### src/rtl/pwm_tri_pkg.sv
package pwm_tri_pkg;

  // Step-rate selections held in the control field.
  typedef enum logic [1:0] {
    RATE_FULL = 2'b00,
    RATE_HALF = 2'b01,
    RATE_QTR  = 2'b10,
    RATE_QTRB = 2'b11
  } rate_sel_e;

  localparam int unsigned PRE_W = 2;

  // Terminal prescaler count for a selection: a step is issued when the
  // phase counter equals this value.
  function automatic logic [PRE_W-1:0] rate_limit(input logic [1:0] sel);
    logic [PRE_W-1:0] lim;
    if (sel[1])      lim = PRE_W'(3);
    else if (sel[0]) lim = PRE_W'(1);
    else             lim = PRE_W'(0);
    return lim;
  endfunction

endpackage

### src/rtl/pwm_prescale.sv
module pwm_prescale
  import pwm_tri_pkg::*;
(
  input  logic       clk,
  input  logic       rst_n,
  input  logic [1:0] sel,
  input  logic       restart,
  output logic       step
);

  logic [PRE_W-1:0] phase_q;
  logic [PRE_W-1:0] limit;

  assign limit = rate_limit(sel);
  assign step  = (phase_q == limit);

  always_ff @(posedge clk) begin
    if (!rst_n) begin
      phase_q <= '0;
    end else if (restart) begin
      phase_q <= '0;
    end else if (step) begin
      phase_q <= '0;
    end else begin
      phase_q <= phase_q + 1'b1;
    end
  end

endmodule

### src/rtl/pwm_timebase.sv
module pwm_timebase #(
  parameter int unsigned CW = 8
) (
  input  logic          clk,
  input  logic          rst_n,
  input  logic          step,
  output logic [CW-1:0] cnt,
  output logic          wrap
);

  logic [CW-1:0] cnt_q;

  assign cnt  = cnt_q;
  assign wrap = step && (cnt_q == {CW{1'b1}});

  always_ff @(posedge clk) begin
    if (!rst_n) begin
      cnt_q <= '0;
    end else if (step) begin
      cnt_q <= cnt_q + 1'b1;
    end
  end

endmodule

### src/rtl/pwm_regfile.sv
module pwm_regfile #(
  parameter int unsigned NCH = 3,
  parameter int unsigned DW  = 8,
  parameter int unsigned AW  = 3
) (
  input  logic              clk,
  input  logic              rst_n,
  input  logic              wr_en,
  input  logic [AW-1:0]     addr,
  input  logic [DW-1:0]     wdata,
  output logic [DW-1:0]     rdata,
  output logic [NCH*DW-1:0] held_flat,
  output logic [1:0]        rate_sel,
  output logic              ctrl_wr
);

  localparam int unsigned SW = AW - 1;

  logic          even;
  logic [SW-1:0] slot;
  logic [DW-1:0] held_q [NCH];
  logic [1:0]    rate_q;

  assign even     = !addr[0];
  assign slot     = addr[AW-1:1];
  assign ctrl_wr  = wr_en && even && (slot == SW'(NCH));
  assign rate_sel = rate_q;

  for (genvar g = 0; g < NCH; g++) begin : g_hold
    always_ff @(posedge clk) begin
      if (!rst_n) begin
        held_q[g] <= '0;
      end else if (wr_en && even && (slot == SW'(g))) begin
        held_q[g] <= wdata;
      end
    end
    assign held_flat[g*DW +: DW] = held_q[g];
  end

  always_ff @(posedge clk) begin
    if (!rst_n) begin
      rate_q <= '0;
    end else if (ctrl_wr) begin
      rate_q <= wdata[1:0];
    end
  end

  always_comb begin
    rdata = '0;
    if (even) begin
      for (int i = 0; i < NCH; i++) begin
        if (slot == SW'(i)) rdata = held_q[i];
      end
      if (slot == SW'(NCH)) rdata = DW'(rate_q);
    end
  end

endmodule

### src/rtl/pwm_lane.sv
module pwm_lane #(
  parameter int unsigned DW = 8
) (
  input  logic          clk,
  input  logic          rst_n,
  input  logic          load,
  input  logic [DW-1:0] held,
  input  logic [DW-1:0] cnt,
  output logic [DW-1:0] live,
  output logic          pin
);

  logic [DW-1:0] live_q;

  assign live = live_q;
  assign pin  = (cnt < live_q);

  always_ff @(posedge clk) begin
    if (!rst_n) begin
      live_q <= '0;
    end else if (load) begin
      live_q <= held;
    end
  end

endmodule

### src/rtl/pwm_triple.sv
module pwm_triple #(
  parameter int unsigned NCH = 3,
  parameter int unsigned DW  = 8,
  parameter int unsigned AW  = 3
) (
  input  logic           clk,
  input  logic           rst_n,
  input  logic           wr_en,
  input  logic [AW-1:0]  addr,
  input  logic [DW-1:0]  wdata,
  output logic [DW-1:0]  rdata,
  output logic [NCH-1:0] pwm_out
);

  logic [NCH*DW-1:0] held_flat;
  logic [NCH*DW-1:0] live_flat;
  logic [1:0]        rate_sel;
  logic              ctrl_wr;
  logic              step;
  logic              wrap;
  logic [DW-1:0]     cnt_q;

  pwm_regfile #(.NCH(NCH), .DW(DW), .AW(AW)) u_regs (
    .clk       (clk),
    .rst_n     (rst_n),
    .wr_en     (wr_en),
    .addr      (addr),
    .wdata     (wdata),
    .rdata     (rdata),
    .held_flat (held_flat),
    .rate_sel  (rate_sel),
    .ctrl_wr   (ctrl_wr)
  );

  pwm_prescale u_pre (
    .clk     (clk),
    .rst_n   (rst_n),
    .sel     (rate_sel),
    .restart (ctrl_wr),
    .step    (step)
  );

  pwm_timebase #(.CW(DW)) u_tb (
    .clk   (clk),
    .rst_n (rst_n),
    .step  (step),
    .cnt   (cnt_q),
    .wrap  (wrap)
  );

  for (genvar g = 0; g < NCH; g++) begin : g_lane
    pwm_lane #(.DW(DW)) u_lane (
      .clk   (clk),
      .rst_n (rst_n),
      .load  (wrap),
      .held  (held_flat[g*DW +: DW]),
      .cnt   (cnt_q),
      .live  (live_flat[g*DW +: DW]),
      .pin   (pwm_out[g])
    );
  end

endmodule

### config.mk
export PLATFORM = sky130hd
export DESIGN_NAME = pwm_triple
export DESIGN_NICKNAME = d
export VERILOG_FILES = /design/src/rtl/pwm_tri_pkg.sv /design/src/rtl/pwm_prescale.sv /design/src/rtl/pwm_timebase.sv /design/src/rtl/pwm_regfile.sv /design/src/rtl/pwm_lane.sv /design/src/rtl/pwm_triple.sv
export SDC_FILE = /design/constraint.sdc
export NUM_CORES = 1
export LEC_CHECK = 0
export BUFFER_PORTS_ARGS = -buffer_cell sky130_fd_sc_hd__buf_4
export CAP_MARGIN = 10
export CORE_MARGIN = 1
export CORE_UTILIZATION = 28
export DETAILED_ROUTE_END_ITERATION = 8
export GPL_ROUTABILITY_DRIVEN = 1
export GPL_TIMING_DRIVEN = 1
export PLACE_DENSITY_LB_ADDON = 0.2
export SLEW_MARGIN = 20
export SYNTH_ARGS = -nofsm -noshare
export SYNTH_HDL_FRONTEND = slang
export SYNTH_SLANG_ARGS = --single-unit
### constraint.sdc
create_clock -name clk -period 2.8 [get_ports clk]
set_clock_uncertainty 0.05 [all_clocks]
set_input_delay 0 -clock clk [delete_from_list [all_inputs] [get_ports clk]]
set_output_delay 0 -clock clk [all_outputs]
set_load 0.005 [all_outputs]
==> results of run 1 <==
[layout by cell type, fill, tap and decap left out, drive strengths merged, types with 2 or more instances in the layout]
master / n
a211oi: 3
a21o: 3
a21oi: 10
a221oi: 3
and2: 25
and3: 2
and4: 3
buf: 31
clkbuf: 9
clkinv: 3
clkinvlp: 2
dfxtp: 36
dlygate4sd3: 8
edfxtp: 24
ha: 22
inv: 22
mux2i: 14
mux4: 2
nand2: 36
nand2b: 11
nand3: 30
nand4: 2
nand4b: 2
nor2: 15
nor2b: 6
o2111a: 3
o21ai: 28
o31ai: 2
[per-layer routing]
| layer | vias to the layer above | share of wire (%) | GRT usage, % |
|---|---|---|---|
| met3 | 13 | 2.9 | 3.44 |
| li1 | 1227 | - | - |
| met2 | 36 | 45 | 19.1 |
| met4 | 0 | 2.5 | 5.90 |
| met5 | - | 0 | 0 |
| met1 | 1088 | 50 | 17.5 |
[path summary, 6_finish.rpt]
kind         cells past startpoint  slack [ps]                               endpoint
max                              5         690                             pwm_out[1]
min                              3         110      u_regs.held_q[0][4]$_SDFFCE_PN0P_
max reg2reg                      4         860  g_lane[2].u_lane.live[6]$_SDFFE_PN0P_
min reg2reg                      2         410  g_lane[0].u_lane.live[7]$_SDFFE_PN0P_
[final cells by class]
cell class	instances	area, um^2	area share (%)
timing repair buffer	39	313	7.97
clock buffer	9	225	5.74
tap	140	175	4.46
clock inverter	7	76.3	1.94
sequential	60	1440	36.7
inverter	21	78.8	2.01
multi-input combinational	231	1620	41.2
[flip-flops by register name, indices dropped and copies added (netlist names)]
signal / count
g_lane.u_lane.live: 24
u_pre.phase_q: 2
u_regs.held_q: 24
u_regs.rate_sel: 2
u_tb.cnt: 8
[kinds of logic after synthesis]
logic type      after synthesis
flops                        60
simple gates                138
xor+xnor                      2
mux                          16
fa+ha+maj                    22
compound gates               53
buf+inv                      41
[power by group through the flow]
| stage | clock network [W] | registers [W] | logic, W |
|---|---|---|---|
| 2_1_floorplan | 0 | 0.000979 | 0.000154 |
| 3_3_place_gp | 0 | 0.000989 | 0.000224 |
| 3_5_place_dp | 0 | 0.000991 | 0.000228 |
| 4_1_cts | 0.00113 | 0.000972 | 0.000237 |
| 5_1_grt | 0.00116 | 0.000978 | 0.000261 |
| 6_report | 0.00110 | 0.000972 | 0.000232 |
[what timing repair did]
action,CTS,global route
setup buffers,0,0
setup endpoints to repair,0,0
hold endpoints to repair,26,0
hold buffers,8,0
[per-stage QoR]
step                      setup slack, ps  hold WS (ps)  cell area [um^2]  total power, W  util, %
final                                 686           113              3930         0.00230     35.4
after global routing                  515           133              3930         0.00240     35.4
after CTS                             646           110              3930         0.00234     35.4
after detailed placement              871           250              3540         0.00122     32.0
after global placement                874           246              3540         0.00121     32.0
after floorplan                      1070           116              3250         0.00113        -
[critical path, cell delays in order, from the launching register on]
cell and delay [ps]:
dfxtp_1 510, ha_1 300, a211oi_1 230, o21ai_0 200, a221oi_1 340, buf_4 160
==> out/results.ini, run 1 <==
[run_status]
status=complete, no violations

[setup_path]
cp-start-kind=flip-flop
startpoint=u_tb.cnt[3]$_SDFFE_PN0P_
reg2reg_from=u_regs.rate_sel[0]$_SDFFE_PN0P_
crit_required_ps=2750
worstSetupEndpointType=primary output
critical_path_class=reg -> out
path_max_fanout=9
arrival_ps=2060

[clocking]
tritoncts=done
ctsResizeCount=0
tritoncts.num_buffers=9
clk_latency_ps=330
htree_levels=3
cts.path.max_buffers=2
path_clk_slew_ps=60
cts_root_buf=clkbuf_16
cts.sink_count=60

[logic_synthesis]
synthTopCellsByArea=dfxtp_1, edfxtp_1, ha_1
synth-seq-area-share_pct=44.3
synth_cell_types=41
yosysTopAreaCell=dfxtp_1
synth.top_cell.area_share_pct=22.2
syn-cell-area_um2=3250
synthMuxAreaShare_pct=5.81
synth_seq_cells=60
yosysWarnings=0
syn_inst=332
async_reset_ff_share_pct=0
synth_ff_type=dfxtp_1
synth_compound_area_share_pct=11.0
postSynthNetCount=368
synth_common_cells=dfxtp_1, nand2_1, and2_1
synthAdderAreaFrac_pct=8.47
synth_xor_area_share_pct=0.539
synth_top_family_by_area=simple AND/OR/NAND/NOR gates
synth_area_per_cell_um2=9.79
yosys.area_share.simple_pct=23.9
synth_edf_count=24

[timing]
maxSlewHeadroom_pct=52.0
timing.final.crit_share_pct=75.5
report.final.setup_viol=0
finalMaxSlewViolations=0
min_period_ps=2110
timing.fmax_mhz=473
rsz0062_at_grt=no
finalSetupTns_ps=0
worst_pin_slew_ps=720
finalHoldViolCount=0

[routing]
routed_wl_mm=7.05
postRouteAntennaNets=0
first_pass_iters=4
first_iter_violations=91
wl_per_cell_um=13.9
routed-via-count=2364
drc=0
avgViaCountPerCell=4.66

[power]
comb_power_share_pct=10.1
clkPwrFrac_pct=47.6
p_seq_share_pct=42.3
swShare_pct=24.0
p_sw_w=0.000551
irDropWorstVdd_mv=0.232
powerDensity_nw_per_um2=586
p_int_w=0.00175
leakagePower_nw=1.55

[final_layout]
drive_gt1_share_pct=19.3
num-nets-final=398
synthToLayoutAreaGrowth_pct=20.8
fillers=1137
layout.cells.non_filler=507
diodes=0

[die]
die_width_um=110
io_pins=25
initial_core_util_pct=29.3
design.core.area_um2=11100
fp-row-count=38
die_area_um2=12000
die_y_um=110

[worst_hold_path]
hp-class=in -> reg
hold_start=rst_n

[grt]
grt_use_total_pct=12.9
grt_pass1_vias=2264
gr-total-overflow=0
grt_pass1_wl_mm=11.6
antenna_found_initial=0
grt_start_max_net_pins=67

[placed_design]
dp_hpwl_mm=5.21
dp_cells=483
place_congestion=0.716
numPortBuffers=24

[run]
drv_cap=0

Note: power is estimated with default switching activity, not from simulation.
==> run 2, diff against run 1 <==
clock period = 1.8 ns   (was 2.8 ns; I/O delays follow)
==> out/results.ini, run 2 (synthesized netlist as in run 1, its figures left out) <==
[grt]
grtUsageMet2_pct=21.8
gr-usage-met1_pct=17.5
grt_pass1_vias=2421
antenna_found_initial=0
busiest_layer=met2
use_met3_pct=3.62
grt_pass1_wl_mm=12.2
gr-total-overflow=0
grt_use_total_pct=13.6
grt_start_max_net_pins=43

[final_layout]
diodes=0
layout_commonest_cell=buf_4
final_cell_mix=buf_4, nand2_1, dfxtp_1, and2_1, edfxtp_1
final_util_pct=37.9
synthToLayoutAreaGrowth_pct=29.0
num-nets-final=409
drive_gt1_share_pct=29.6
fin_area_um2=4190
fillers=1120
layout.cells.non_filler=518

[power]
irDropWorstVdd_mv=0.494
leakagePower_nw=1.64
comb_power_share_pct=13.6
clkPwrFrac_pct=44.8
p_sw_w=0.000836
powerDensity_nw_per_um2=858
p_seq_share_pct=41.7
swShare_pct=23.2
p_int_w=0.00276

[clocking]
tritoncts=done
htree_levels=3
path_clk_slew_ps=50
cts.sink_count=60
cts.path.max_buffers=2
clk_latency_ps=320
cts_root_buf=clkbuf_16
tritoncts.num_buffers=9

[timing]
setup_slack_ps=40.9
report.final.setup_viol=0
finalSetupTns_ps=0
timing.fmax_mhz=568
timing.final.crit_share_pct=97.7
worst_pin_slew_ps=556
finalHoldViolCount=0
rsz0062_at_grt=yes
finalMaxSlewViolations=0
min_period_ps=1760
maxSlewHeadroom_pct=62.6

[die]
design.core.area_um2=11100
die_area_um2=12000
initial_core_util_pct=29.3
fp-row-count=38
die_y_um=110
io_pins=25
die_width_um=110

[setup_path]
rr_endpoint=g_lane[0].u_lane.live[0]$_SDFFE_PN0P_
crit_required_ps=1750
reg2reg_from=u_regs.rate_sel[0]$_SDFFE_PN0P_
reg2reg_depth=5
r2r_setup_slack_ps=110
cp_num_buf_inv=1
cp-start-kind=flip-flop
critical_path_class=reg -> out
arrival_ps=1710
crit_family=compound AO/OA/AOI/OAI gates
crit_chain=ha_1, a211oi_2, o21ai_2, a221oi_2, buf_4
worstSetupEndpointType=primary output
cpMaxStageDelayCell=dfxtp_1
path_max_fanout=5
critPathMaxStageDelay_ps=360

[worst_hold_path]
worstHoldEndpoint=g_lane[0].u_lane.live[1]$_SDFFE_PN0P_
hp-class=in -> reg
hold_start=rst_n
hold_depth=3

[placed_design]
place_congestion=0.704
numPortBuffers=24
dp_hpwl_mm=5.41
placed_cell_area_um2=3640
dp_worst_setup_slack_ps=40.0
dp_cells=493

[routing]
drc=0
routed-via-count=2385
wl_per_cell_um=14.4
routed_wl_mm=7.44
postRouteAntennaNets=0
first_pass_iters=6
first_iter_violations=93
avgViaCountPerCell=4.60

[run]
drv_cap=0

[run_status]
status=complete, no violations

run 2: changes by cell type in the layout (fill, tap and decap cells not counted), sizes merged:
cell,delta
buf,+11
inv,-1
clkbuf,+5
bufinv,-1
clkinvlp,-2
clkinv,-1
run 2: worst max-delay path by stage:
stage	startpoint	to	slack, ps	cells after the start
final	u_tb.cnt[2]$_SDFFE_PN0P_	pwm_out[0]	40	5
after global routing	u_tb.cnt[2]$_SDFFE_PN0P_	pwm_out[0]	-30	5
after global placement	u_regs.rate_sel[0]$_SDFFE_PN0P_	g_lane[0].u_lane.live[0]$_SDFFE_PN0P_	40	5
after detailed placement	u_regs.rate_sel[0]$_SDFFE_PN0P_	g_lane[0].u_lane.live[0]$_SDFFE_PN0P_	40	5
after CTS	u_tb.cnt[1]$_SDFFE_PN0P_	pwm_out[2]	-10	6
after floorplan	u_regs.rate_sel[0]$_SDFFE_PN0P_	g_lane[0].u_lane.live[7]$_SDFFE_PN0P_	70	5
run 2: per-layer routing:
metal,routed length (um),share of wire [%]
met1,3590,48
met2,3520,47
met3,212,2.9
met4,111,1.5
met5,0,0
run 2: power groups by stage:
stage / logic [W] / clock network (W) / registers (W)
2_1_floorplan: 0.000240 / 0 / 0.00152
3_3_place_gp: 0.000387 / 0 / 0.00152
3_5_place_dp: 0.000394 / 0 / 0.00153
4_1_cts: 0.000454 / 0.00165 / 0.00150
5_1_grt: 0.000541 / 0.00173 / 0.00150
6_report: 0.000489 / 0.00161 / 0.00150
run 2: timing repair:
| action | 4_1_cts | 5_1_grt |
|---|---|---|
| hold endpoints to repair | 26 | 0 |
| hold buffers | 8 | 0 |
| buffers inserted | 0 | 1 |
| pin swaps | 7 | 10 |
| setup endpoints to repair | 3 | 16 |
| resized for setup | 17 | 22 |
run 2: worst register-to-register path, stage by stage (launching register included):
cell,delay (ps)
dfxtp_1,310
or4_4,540
a311o_2,350
buf_12,170
nand3_1,90
o21ai_0,70
run 2: cell type report:
class / instances / area [um^2] / share of cell area, %
timing repair buffer: 50 / 424 / 10.1
inverter: 21 / 78.8 / 1.88
sequential: 60 / 1460 / 34.8
tap: 140 / 175 / 4.18
multi-input combinational: 231 / 1770 / 42.3
clock inverter: 2 / 10.0 / 0.239
clock buffer: 14 / 274 / 6.53
run 2: metrics by stage:
step	total power (W)	hold slack, ps
after floorplan	0.00176	116
after global placement	0.00191	247
after detailed placement	0.00192	250
after CTS	0.00360	41.2
after global routing	0.00377	64.4
final	0.00360	46.8
==> run 3, diff against run 2 <==
ABC_AREA = 1   (was default)
CORE_UTILIZATION = 25   (was 28)
==> out/results.ini, run 3 <==
[logic_synthesis]
syn-cell-area_um2=3320
synthTopCellsByArea=dfxtp_1, edfxtp_1, nor2_1
synth.top_cell.area_share_pct=21.7
synth_ff_type=dfxtp_1
yosysWarnings=0
yosysMostFrequentCell=nor2_1
yosysTopAreaCell=dfxtp_1
async_reset_ff_share_pct=0
postSynthNetCount=479
synth_cell_types=26
synth_common_cells=nor2_1, inv_1, nand2_1
synth_area_per_cell_um2=7.50
syn_inst=443
synth-seq-area-share_pct=43.4
synth_edf_count=24
synth_seq_cells=60

[timing]
rsz0062_at_grt=no
timing.final.crit_share_pct=94.3
worst_pin_slew_ps=396
maxSlewHeadroom_pct=73.5
timing.fmax_mhz=589
min_period_ps=1700
finalMaxSlewViolations=0
finalHoldViolCount=0
report.final.setup_viol=0
hold_ws_ps=158
finalSetupTns_ps=0

[setup_path]
arrival_ps=1650
worstSetupEndpointType=primary output
reg2reg_depth=7
cp-start-kind=flip-flop
path_max_fanout=6
crit_required_ps=1750
critical_path_class=reg -> out

[clocking]
cts.path.max_buffers=2
tritoncts=done
clk_latency_ps=320
cts_root_buf=clkbuf_16
path_clk_slew_ps=50
cts.sink_count=60
tritoncts.num_buffers=9
htree_levels=3

[run]
drv_cap=0

[power]
powerDensity_nw_per_um2=914
irDropWorstVdd_mv=0.460
clkPwrFrac_pct=46.6
p_sw_w=0.000926
p_seq_share_pct=39.5
leakagePower_nw=1.86
swShare_pct=24.2
p_int_w=0.00289
power.total_w=0.00382
comb_power_share_pct=14.0

[die]
io_pins=25
die_width_um=117
design.core.area_um2=12800
fp-row-count=41
initial_core_util_pct=26.0
die_y_um=117
die_area_um2=13800

[routing]
routed-via-count=2813
postRouteAntennaNets=0
first_iter_violations=156
avgViaCountPerCell=4.28
drc=0
wl_per_cell_um=12.0
routed_wl_mm=7.89
first_pass_iters=4

[final_layout]
synthToLayoutAreaGrowth_pct=25.7
drive_gt1_share_pct=13.6
num-nets-final=517
final_util_pct=32.7
layout.area.seq_um2=1450
layout_commonest_cell=nor2_1
multi_input_area_um2=1510
final_cell_mix=nor2_1, inv_1, nand2_1, buf_4, dfxtp_1
fin_area_um2=4180
diodes=0
fillers=1361

[worst_hold_path]
hold_depth=4
hp-class=in -> reg

[placed_design]
place_congestion=0.741
numPortBuffers=24
placed_cell_area_um2=3740
dp_hpwl_mm=5.94

[grt]
grt_use_total_pct=12.7
antenna_found_initial=0
gr-total-overflow=0
grt_pass1_wl_mm=13.2
grt_pass1_vias=2717
grt_start_max_net_pins=31

[run_status]
status=complete, no violations

run 3: changes by cell type after synthesis, sizes merged, moves of 14 or more:
cell / before / now
nor2: 15 / 95
inv: 21 / 78
nand4: 2 / 31
nand2: 36 / 72
and2: 25 / 0
mux2i: 14 / 0
nand3: 30 / 7
run 3: metal layers:
metal	part of all wire (%)	GRT usage (%)	vias up
li1	-	-	1500
met1	50	16.3	1267
met2	47	21.1	44
met3	3.2	3.09	2
met4	0.29	3.54	0
met5	0	0	-
run 3: repair_timing:
action                                  in CTS  in global routing
pin swaps                                    0                  7
hold buffers                                 8                  0
cloned                                       0                  0
endpoints found under the hold margin       21                  0
resized for setup                            2                  9
endpoints found under the setup margin       1                  3
buffers inserted                             0                  1
run 3: metrics by stage:
step           cells  setup WS (ps)
2_1_floorplan    443            247
3_3_place_gp     633            250
3_5_place_dp     633            225
4_1_cts          657           7.16
5_1_grt          658          0.657
6_report         658            102
run 3: cells by family after synthesis:
logic type               share of synthesized area [%]
XOR/XNOR                                          1.02
AND/OR/NAND/NOR                                   26.9
AO/OA/AOI/OAI                                     8.29
adder cells (fa/ha/maj)                           8.29
flip-flops                                        43.4
buffers and inverters                             12.1
run 3: critical path, cell delays in order (launching register included):
cell      delay [ps]
dfxtp_2          320
buf_6            130
ha_1             290
inv_1             50
a21oi_1           40
o21bai_1         160
nand2_1           90
a21oi_2          110
buf_4            120
run 3: layout make-up:
cell class / instances / share of cell area (%)
multi-input combinational: 285 / 36.2
sequential: 60 / 34.6
timing repair buffer: 47 / 9.62
inverter: 78 / 7.01
clock buffer: 9 / 5.39
tap: 172 / 5.15
clock inverter: 7 / 1.95
run 3: power by group through the flow:
stage	registers (W)	logic (W)	clock network, W
global placement	0.00153	0.000476	0
CTS	0.00150	0.000498	0.00182
global route	0.00151	0.000605	0.00188
finish	0.00151	0.000533	0.00178
floorplan	0.00152	0.000317	0
detailed placement	0.00153	0.000481	0
run 3: path summary, 6_finish.rpt:
path | startpoint | to | slack [ps]
min | wr_en | u_regs.rate_sel[0]$_SDFFE_PN0P_ | 160
max reg2reg | u_tb.cnt[0]$_SDFFE_PN0P_ | g_lane[0].u_lane.live[4]$_SDFFE_PN0P_ | 180
min reg2reg | u_pre.phase_q[0]$_SDFF_PP0_ | u_pre.phase_q[0]$_SDFF_PP0_ | 420
max | u_tb.cnt[1]$_SDFFE_PN0P_ | pwm_out[0] | 100
